### src/rtl/lcd_fetch_pkg.sv
package lcd_fetch_pkg;

  typedef enum logic [2:0] {
    SEL_BASE  = 3'd0,
    SEL_FRAME = 3'd1,
    SEL_CTRL  = 3'd2,
    SEL_WIN   = 3'd3,
    SEL_LINE  = 3'd4
  } cfg_sel_e;

  localparam int CTL_EN      = 0;
  localparam int CTL_ABORT   = 1;
  localparam int CTL_BUSY    = 2;
  localparam int CTL_UPD     = 3;
  localparam int CTL_2D      = 4;
  localparam int FRM_BL_LSB  = 24;
  localparam int WIN_OFF_LSB = 24;

  typedef enum logic {
    ST_IDLE = 1'b0,
    ST_REQ  = 1'b1
  } seq_state_e;

endpackage

### src/rtl/fetch_cfg_regs.sv
module fetch_cfg_regs
  import lcd_fetch_pkg::*;
#(
  parameter int ADDR_W = 32,
  parameter int FRM_W  = 23,
  parameter int BL_W   = 7,
  parameter int INC_W  = 16,
  parameter int OFF_W  = 5,
  parameter int LINE_W = 16
) (
  input  logic              clk,
  input  logic              rst_n,
  input  logic              cfg_we,
  input  logic [2:0]        cfg_sel,
  input  logic [31:0]       cfg_wdata,
  output logic [31:0]       cfg_rdata,
  input  logic              busy,
  input  logic              load_start,
  input  logic              frame_wrap,
  output logic              en,
  output logic              mode2d,
  output logic              abort,
  output logic              upd_pend,
  output logic [FRM_W-1:0]  frm_size,
  output logic [BL_W-1:0]   bl,
  output logic [LINE_W-1:0] line_words,
  output logic [ADDR_W-1:0] base_sw,
  output logic [ADDR_W-1:0] base_nf,
  output logic [INC_W-3:0]  inc_w,
  output logic [OFF_W-1:0]  off_w
);

  logic              en_q, en_d;
  logic              m2d_q, m2d_d;
  logic              pend_q, pend_d;
  logic [ADDR_W-1:0] base_sw_q, base_sw_d, base_w_q, base_w_d;
  logic [FRM_W-1:0]  frm_q, frm_d;
  logic [BL_W-1:0]   bl_q, bl_d;
  logic [INC_W-1:0]  inc_sw_q, inc_sw_d;
  logic [INC_W-3:0]  inc_w_q, inc_w_d;
  logic [OFF_W-1:0]  off_sw_q, off_sw_d, off_w_q, off_w_d;
  logic [LINE_W-1:0] line_q, line_d;
  logic              ctrl_wr, upd_wr, apply;

  assign ctrl_wr = cfg_we && (cfg_sel == SEL_CTRL);
  assign upd_wr  = ctrl_wr && cfg_wdata[CTL_UPD];
  assign abort   = ctrl_wr && cfg_wdata[CTL_ABORT];
  assign apply   = load_start || (frame_wrap && pend_q);

  always_comb begin
    en_d      = en_q;
    m2d_d     = m2d_q;
    pend_d    = pend_q;
    base_sw_d = base_sw_q;
    base_w_d  = base_w_q;
    frm_d     = frm_q;
    bl_d      = bl_q;
    inc_sw_d  = inc_sw_q;
    inc_w_d   = inc_w_q;
    off_sw_d  = off_sw_q;
    off_w_d   = off_w_q;
    line_d    = line_q;
    if (apply) begin
      base_w_d = base_sw_q;
      inc_w_d  = inc_sw_q[INC_W-1:2];
      off_w_d  = off_sw_q;
      pend_d   = 1'b0;
    end
    if (cfg_we) begin
      case (cfg_sel)
        SEL_BASE:  base_sw_d = {cfg_wdata[ADDR_W-1:2], 2'b00};
        SEL_FRAME: begin
          frm_d = cfg_wdata[FRM_W-1:0];
          bl_d  = cfg_wdata[FRM_BL_LSB +: BL_W];
        end
        SEL_CTRL: begin
          en_d  = cfg_wdata[CTL_EN];
          m2d_d = cfg_wdata[CTL_2D];
          if (cfg_wdata[CTL_UPD]) pend_d = 1'b1;
        end
        SEL_WIN: begin
          inc_sw_d = cfg_wdata[INC_W-1:0];
          off_sw_d = cfg_wdata[WIN_OFF_LSB +: OFF_W];
        end
        SEL_LINE:  line_d = cfg_wdata[LINE_W-1:0];
        default:   ;
      endcase
    end
    if (abort) pend_d = 1'b0;
  end

  always_ff @(posedge clk or negedge rst_n) begin
    if (!rst_n) begin
      en_q      <= 1'b0;
      m2d_q     <= 1'b0;
      pend_q    <= 1'b0;
      base_sw_q <= '0;
      base_w_q  <= '0;
      frm_q     <= '0;
      bl_q      <= '0;
      inc_sw_q  <= '0;
      inc_w_q   <= '0;
      off_sw_q  <= '0;
      off_w_q   <= '0;
      line_q    <= '0;
    end else begin
      en_q      <= en_d;
      m2d_q     <= m2d_d;
      pend_q    <= pend_d;
      base_sw_q <= base_sw_d;
      base_w_q  <= base_w_d;
      frm_q     <= frm_d;
      bl_q      <= bl_d;
      inc_sw_q  <= inc_sw_d;
      inc_w_q   <= inc_w_d;
      off_sw_q  <= off_sw_d;
      off_w_q   <= off_w_d;
      line_q    <= line_d;
    end
  end

  always_comb begin
    cfg_rdata = '0;
    case (cfg_sel)
      SEL_BASE:  cfg_rdata[ADDR_W-1:0] = base_sw_q;
      SEL_FRAME: begin
        cfg_rdata[FRM_W-1:0]         = frm_q;
        cfg_rdata[FRM_BL_LSB +: BL_W] = bl_q;
      end
      SEL_CTRL: begin
        cfg_rdata[CTL_EN]   = en_q;
        cfg_rdata[CTL_BUSY] = busy;
        cfg_rdata[CTL_UPD]  = pend_q;
        cfg_rdata[CTL_2D]   = m2d_q;
      end
      SEL_WIN: begin
        cfg_rdata[INC_W-1:0]            = inc_sw_q;
        cfg_rdata[WIN_OFF_LSB +: OFF_W] = off_sw_q;
      end
      SEL_LINE:  cfg_rdata[LINE_W-1:0] = line_q;
      default:   cfg_rdata = '0;
    endcase
  end

  assign en         = en_q;
  assign mode2d     = m2d_q;
  assign upd_pend   = pend_q;
  assign frm_size   = frm_q;
  assign bl         = bl_q;
  assign line_words = line_q;
  assign base_sw    = base_sw_q;
  assign base_nf    = pend_q ? base_sw_q : base_w_q;
  assign inc_w      = inc_w_q;
  assign off_w      = off_w_q;

endmodule

### src/rtl/fetch_burst_size.sv
module fetch_burst_size #(
  parameter int FRM_W  = 23,
  parameter int BL_W   = 7,
  parameter int LINE_W = 16
) (
  input  logic [FRM_W-1:0]  frm_left,
  input  logic [LINE_W-1:0] line_left,
  input  logic [BL_W-1:0]   bl,
  input  logic              mode2d,
  output logic [FRM_W-1:0]  cnt,
  output logic              line_end,
  output logic              frame_end
);

  logic [FRM_W-1:0] lim, line_ext, by_frame;

  assign lim      = FRM_W'(bl) + FRM_W'(1);
  assign line_ext = FRM_W'(line_left);
  assign by_frame = (frm_left < lim) ? frm_left : lim;

  always_comb begin
    cnt = by_frame;
    if (mode2d && (line_ext < by_frame)) cnt = line_ext;
  end

  assign frame_end = (frm_left == cnt);
  assign line_end  = mode2d && (line_ext == cnt);

endmodule

### src/rtl/fetch_sequencer.sv
module fetch_sequencer
  import lcd_fetch_pkg::*;
#(
  parameter int ADDR_W = 32,
  parameter int FRM_W  = 23,
  parameter int BL_W   = 7,
  parameter int INC_W  = 16,
  parameter int LINE_W = 16
) (
  input  logic              clk,
  input  logic              rst_n,
  input  logic              en,
  input  logic              mode2d,
  input  logic              abort,
  input  logic [FRM_W-1:0]  frm_size,
  input  logic [LINE_W-1:0] line_words,
  input  logic [ADDR_W-1:0] base_sw,
  input  logic [ADDR_W-1:0] base_nf,
  input  logic [INC_W-3:0]  inc_w,
  input  logic              gnt,
  input  logic [FRM_W-1:0]  cnt,
  input  logic              line_end,
  input  logic              frame_end,
  output logic [FRM_W-1:0]  frm_left,
  output logic [LINE_W-1:0] line_left,
  output logic              req,
  output logic [ADDR_W-1:0] req_addr,
  output logic [BL_W-1:0]   req_len,
  output logic              req_first,
  output logic              busy,
  output logic              load_start,
  output logic              frame_wrap
);

  seq_state_e        st_q, st_d;
  logic [ADDR_W-1:0] addr_q, addr_d, step, skip;
  logic [FRM_W-1:0]  frm_q, frm_d;
  logic [LINE_W-1:0] line_q, line_d;
  logic              first_q, first_d;
  logic              start_ok;

  assign start_ok = en && (frm_size != '0) && (!mode2d || (line_words != '0));
  assign step     = ADDR_W'(cnt) << 2;
  assign skip     = ADDR_W'({inc_w, 2'b00});

  always_comb begin
    st_d       = st_q;
    addr_d     = addr_q;
    frm_d      = frm_q;
    line_d     = line_q;
    first_d    = first_q;
    load_start = 1'b0;
    frame_wrap = 1'b0;
    case (st_q)
      ST_IDLE: begin
        if (start_ok && !abort) begin
          st_d       = ST_REQ;
          addr_d     = base_sw;
          frm_d      = frm_size;
          line_d     = line_words;
          first_d    = 1'b1;
          load_start = 1'b1;
        end
      end
      ST_REQ: begin
        if (abort) begin
          st_d = ST_IDLE;
        end else if (gnt) begin
          first_d = 1'b0;
          if (frame_end) begin
            addr_d     = base_nf;
            frm_d      = frm_size;
            line_d     = line_words;
            first_d    = 1'b1;
            frame_wrap = 1'b1;
          end else if (line_end) begin
            addr_d = addr_q + step + skip;
            frm_d  = frm_q - cnt;
            line_d = line_words;
          end else begin
            addr_d = addr_q + step;
            frm_d  = frm_q - cnt;
            line_d = line_q - LINE_W'(cnt);
          end
          if (!en) st_d = ST_IDLE;
        end
      end
      default: st_d = ST_IDLE;
    endcase
  end

  always_ff @(posedge clk or negedge rst_n) begin
    if (!rst_n) begin
      st_q    <= ST_IDLE;
      addr_q  <= '0;
      frm_q   <= '0;
      line_q  <= '0;
      first_q <= 1'b0;
    end else begin
      st_q    <= st_d;
      addr_q  <= addr_d;
      frm_q   <= frm_d;
      line_q  <= line_d;
      first_q <= first_d;
    end
  end

  assign frm_left  = frm_q;
  assign line_left = line_q;
  assign req       = (st_q == ST_REQ);
  assign busy      = (st_q == ST_REQ);
  assign req_addr  = addr_q;
  assign req_len   = BL_W'(cnt - FRM_W'(1));
  assign req_first = first_q && (st_q == ST_REQ);

endmodule

### src/rtl/lcd_fetch_agen.sv
module lcd_fetch_agen
  import lcd_fetch_pkg::*;
#(
  parameter int ADDR_W = 32,
  parameter int FRM_W  = 23,
  parameter int BL_W   = 7,
  parameter int INC_W  = 16,
  parameter int OFF_W  = 5,
  parameter int LINE_W = 16
) (
  input  logic              clk,
  input  logic              rst_n,
  input  logic              cfg_we,
  input  logic [2:0]        cfg_sel,
  input  logic [31:0]       cfg_wdata,
  output logic [31:0]       cfg_rdata,
  output logic              mem_req,
  output logic [ADDR_W-1:0] mem_addr,
  output logic [BL_W-1:0]   mem_len,
  input  logic              mem_gnt,
  output logic              first_burst,
  output logic [OFF_W-1:0]  pix_off
);

  logic              rst_meta, rst_n_s;
  logic              en, mode2d, abort, upd_pend, busy;
  logic              load_start, frame_wrap;
  logic [FRM_W-1:0]  frm_size, frm_left, cnt;
  logic [BL_W-1:0]   bl_sw;
  logic [LINE_W-1:0] line_words, line_left;
  logic [ADDR_W-1:0] base_sw, base_nf;
  logic [INC_W-3:0]  inc_w;
  logic              line_end, frame_end;

  always_ff @(posedge clk or negedge rst_n) begin
    if (!rst_n) begin
      rst_meta <= 1'b0;
      rst_n_s  <= 1'b0;
    end else begin
      rst_meta <= 1'b1;
      rst_n_s  <= rst_meta;
    end
  end

  fetch_cfg_regs #(
    .ADDR_W(ADDR_W), .FRM_W(FRM_W), .BL_W(BL_W),
    .INC_W(INC_W), .OFF_W(OFF_W), .LINE_W(LINE_W)
  ) u_regs (
    .clk        (clk),
    .rst_n      (rst_n_s),
    .cfg_we     (cfg_we),
    .cfg_sel    (cfg_sel),
    .cfg_wdata  (cfg_wdata),
    .cfg_rdata  (cfg_rdata),
    .busy       (busy),
    .load_start (load_start),
    .frame_wrap (frame_wrap),
    .en         (en),
    .mode2d     (mode2d),
    .abort      (abort),
    .upd_pend   (upd_pend),
    .frm_size   (frm_size),
    .bl         (bl_sw),
    .line_words (line_words),
    .base_sw    (base_sw),
    .base_nf    (base_nf),
    .inc_w      (inc_w),
    .off_w      (pix_off)
  );

  fetch_burst_size #(
    .FRM_W(FRM_W), .BL_W(BL_W), .LINE_W(LINE_W)
  ) u_size (
    .frm_left  (frm_left),
    .line_left (line_left),
    .bl        (bl_sw),
    .mode2d    (mode2d),
    .cnt       (cnt),
    .line_end  (line_end),
    .frame_end (frame_end)
  );

  fetch_sequencer #(
    .ADDR_W(ADDR_W), .FRM_W(FRM_W), .BL_W(BL_W),
    .INC_W(INC_W), .LINE_W(LINE_W)
  ) u_seq (
    .clk        (clk),
    .rst_n      (rst_n_s),
    .en         (en),
    .mode2d     (mode2d),
    .abort      (abort),
    .frm_size   (frm_size),
    .line_words (line_words),
    .base_sw    (base_sw),
    .base_nf    (base_nf),
    .inc_w      (inc_w),
    .gnt        (mem_gnt),
    .cnt        (cnt),
    .line_end   (line_end),
    .frame_end  (frame_end),
    .frm_left   (frm_left),
    .line_left  (line_left),
    .req        (mem_req),
    .req_addr   (mem_addr),
    .req_len    (mem_len),
    .req_first  (first_burst),
    .busy       (busy),
    .load_start (load_start),
    .frame_wrap (frame_wrap)
  );

endmodule

### config.mk
export PLATFORM = sky130hd
export DESIGN_NAME = lcd_fetch_agen
export DESIGN_NICKNAME = d
export VERILOG_FILES = /design/src/rtl/lcd_fetch_pkg.sv /design/src/rtl/fetch_cfg_regs.sv /design/src/rtl/fetch_burst_size.sv /design/src/rtl/fetch_sequencer.sv /design/src/rtl/lcd_fetch_agen.sv
export SDC_FILE = /design/constraint.sdc
export NUM_CORES = 1
export LEC_CHECK = 0
export BUFFER_PORTS_ARGS = -buffer_cell sky130_fd_sc_hd__buf_2
export CAP_MARGIN = 20
export CORE_MARGIN = 10
export CORE_UTILIZATION = 40
export CTS_CLUSTER_DIAMETER = 30
export DETAILED_ROUTE_END_ITERATION = 10
export PLACE_DENSITY = 0.6
export REMOVE_ABC_BUFFERS = 1
export SETUP_SLACK_MARGIN = 0.2
export SLEW_MARGIN = 20
export SYNTH_ARGS = -nofsm -noshare
export SYNTH_HDL_FRONTEND = slang
export SYNTH_SLANG_ARGS = --single-unit
### constraint.sdc
create_clock -name clk -period 15.5 [get_ports clk]
set_clock_uncertainty 0.05 [all_clocks]
set_input_delay 0.775 -clock clk [delete_from_list [all_inputs] [get_ports clk]]
set_output_delay 0.775 -clock clk [all_outputs]
set_load 0.05 [all_outputs]
==> results by group <==
CTS
  – CTS max path bufs: 3
  – Worst-path clk slew: 50 ps
  – Clock Sink Count: 222
  – Clock Latency Late Sink: 580 ps
  – Root buf cell: clkbuf_16
  – Cts repair resizes: 0
  – Total CTS buffers: 54
  – TritonCTS clock tree: yes
  – H-tree depth: 2

Routing
  – WL final: 52700 um
  – WL/cell: 22.5 um
  – Final ANT Viol Nets: 0
  – Via count: 13600
  – DR pass1 iterations: 5
  – Number of DRC markers in iteration 0: 1121
  – Drt drc: 0
  – Vias per cell: 5.81

Worst setup path
  – CP most frequent cell: ha_1
  – Cells on worst reg2reg path: 38
  – Max incr delay on CP: 770 ps
  – Crit Path Max Fanout: 22
  – Reg2Reg Setup Slack: 5850 ps
  – CP max-delay cell: a2111oi_0
  – Worst r2r dst: u_seq.req_addr[25]
  – Setup crit end kind: register
  – WP data arrival: 10090 ps
  – Critical path data required time: 15940 ps
  – Reg2reg start: u_regs.bl[0]
  – Critical path class: register to register
  – Startpoint class of the critical path: register

Logic synthesis
  – Flops & latches, synth: 222
  – Register area share after synthesis: 36.3%
  – Post-Synth Adder-Cell Area: 8.59%
  – EDFF count, synth: 0
  – Compound-gate portion of the synthesized area: 18.9%
  – Yosys warns: 0
  – Synthesized area per cell: 9.29 um^2
  – Synth unique cells: 84
  – Synth Instances: 1649
  – Ys async rst share: 100%
  – Largest family of logic cells by synthesized area: compound AO/OA/AOI/OAI gates
  – Post-synthesis simple-gate area fraction: 15.6%
  – Synthesized cell area: 15300 um^2
  – Synth Area in XOR/XNOR: 4.34%
  – Mux cell area share after synthesis: 12.9%
  – Top FF cell, synth: dfrtp_1

Global route
  – Antenna violations before repair: 0
  – First-pass GRT wire length: 81000 um
  – Pin count of the biggest net entering global routing: 77
  – Grt total ovfl: 0
  – Total GRT Usage: 22.1%
  – Vias in the first global route: 13500

Pwr
  – Tot Pwr: 5120 uW
  – Peak supply drop: 0.224 mV
  – Leakage Power: 0.00821 uW
  – Pwr Density: 277 nW/um^2

Placed design
  – Placed inst area: 16500 um^2
  – Buffers on Ports: 114
  – Detailed Place HPWL: 39000 um
  – Final GP Congestion: 0.944
  – Pre-CTS setup slack: 6000 ps

Layout
  – Leading cell types in the layout, fill and taps excluded: dfrtp_1 (221), mux2_2 (156), nand2_1 (127), a21oi_1 (126), nor2_1 (124)
  – Commonest non-fill, non-tap cell in the layout: dfrtp_1
  – Fin nets: 1929
  – Layout overhead on the synthesized area: 20.3%
  – # fillers: 3569
  – Fin area: 18400 um^2
  – N_diodes: 0
  – Share of cells above drive strength 1: 23.2%

STA
  – Slew @ Worst Pin: 1120 ps
  – WHS: 174 ps
  – Final Worst Setup Slack: 5850 ps
  – RSZ-0062 raised after global routing: false
  – Headroom to the max-slew limit: 24.9%
  – Peak Freq: 104 MHz
  – Total negative setup slack: 0 ps
  – Hold Fails Final Rpt: 0
  – Period minus WS final: 9650 ps
  – Final setup vio count: 0
  – Fin. max-slew vios: 0
  – Fin crit share: 62.3%

Die
  – Core ar.: 37800 um^2
  – Chip height: 216 um
  – DIE AREA: 46500 um^2
  – Die width: 216 um
  – Site Rows: 71
  – Io pins: 117
  – Initial Util: 40.6%

Min path
  – Tightest Hold Check Type: register to async pin

Run
  – Maxcap violations: 0

Status
  – Outcome: finished, final reports clean
[final cells by class]
| cell class | count | area, um^2 | share of cell area, % |
|---|---|---|---|
| multi-input combinational | 1312 | 9360 | 50.7 |
| sequential | 222 | 5560 | 30.1 |
| clock buffer | 68 | 1500 | 8.16 |
| timing repair buffer | 137 | 746 | 4.04 |
| tap | 511 | 639 | 3.47 |
| clock inverter | 33 | 405 | 2.20 |
| inverter | 61 | 229 | 1.24 |
[kinds of logic after synthesis]
kind of cell | after synthesis
AND/OR/NAND/NOR | 481
AO/OA/AOI/OAI | 452
flip-flops | 222
multiplexers | 176
buffers and inverters | 137
adder cells (fa/ha/maj) | 103
XOR/XNOR | 76
other | 2
[sequential cells by signal, summed over array words and instances, names as in the netlist, 5 cells and up]
register           flops
u_regs.off_w           5
u_seq.frm_left        23
u_seq.req_addr        30
u_seq.line_left       16
u_regs.inc_w          14
u_regs.base_sw        30
u_regs.bl              7
u_regs.frm_size       23
u_regs.base_w_q       30
u_regs.inc_sw_q       16
u_regs.line_words     16
u_regs.off_sw_q        5
[per-stage QoR]
step,instances,util [%]
after floorplan,1595,-
after global placement,2242,43.8
after detailed placement,2242,43.8
after CTS,2344,48.8
after global routing,2344,48.8
final,2344,48.8
[worst max-delay path: cells and delay by family, from the launching register on]
kind,cells,cell delay (ps)
XOR/XNOR,2,310
adder cells (fa/ha/maj),6,1770
AO/OA/AOI/OAI,19,4910
multiplexers,2,920
buffers and inverters,4,480
flip-flops,1,520
AND/OR/NAND/NOR,5,580
[Yosys cell counts (all sizes together), types with 4 or more instances]
cell type,number,area [um^2]
dfrtp,222,5560
mux2,156,1760
nand2,127,477
a21oi,126,631
nor2,124,465
o21ai,115,576
ha,98,1230
clkbuf,62,233
inv,61,229
xnor2,53,464
nand3,43,215
nor3,34,170
a22oi,33,248
a21o,30,229
and2,24,150
xor2,23,201
nand4,22,138
mux2i,19,190
a31oi,18,113
nor2b,18,113
nor4,17,121
and3,16,101
a211oi,15,113
buf,14,61.3
nand2b,14,87.6
o21a,14,106
o22ai,14,93.8
a22o,11,96.3
o21bai,11,82.6
or3,9,56.3
a221oi,8,87.6
a2111oi,7,61.3
a211o,7,61.3
o211ai,7,52.6
nor4b,5,58.8
or2,5,31.3
or4,5,42.5
fa,4,80.1
nand3b,4,30.0
nand4b,4,35.0
nor3b,4,30.0
o41ai,4,42.6
[timing repair]
action / CTS / global route
setup buffers: 0 / 0
hold buffers: 1 / 0
endpoints found under the hold margin: 2 / 0
[metal layers]
| metal | vias to the layer above | global-route usage [%] | wire length [um] |
|---|---|---|---|
| li1 | 6340 | - | - |
| met1 | 6714 | 28.0 | 22800 |
| met5 | - | 0 | 0 |
| met4 | 0 | 8.21 | 1730 |
| met3 | 108 | 4.66 | 3340 |
| met2 | 448 | 36.4 | 24800 |
[how the worst max path moves through the flow]
stage / start / end / slack, ps
global placement: u_regs.bl[0] / u_seq.req_addr[25] / 6060
floorplan: u_regs.bl[0] / u_seq.req_addr[25] / 7080
finish: u_regs.bl[0] / u_seq.req_addr[25] / 5850
detailed placement: u_regs.bl[0] / u_seq.req_addr[25] / 6000
CTS: u_regs.bl[0] / u_seq.req_addr[25] / 5950
global route: u_regs.bl[0] / u_seq.req_addr[25] / 5080
[power by group]
part | switching [uW] | internal, uW | leakage [uW]
clock network | 369 | 801 | 0.000919
logic | 1790 | 1110 | 0.00462
registers | 245 | 799 | 0.00267
(Power assumes the default switching activity.)
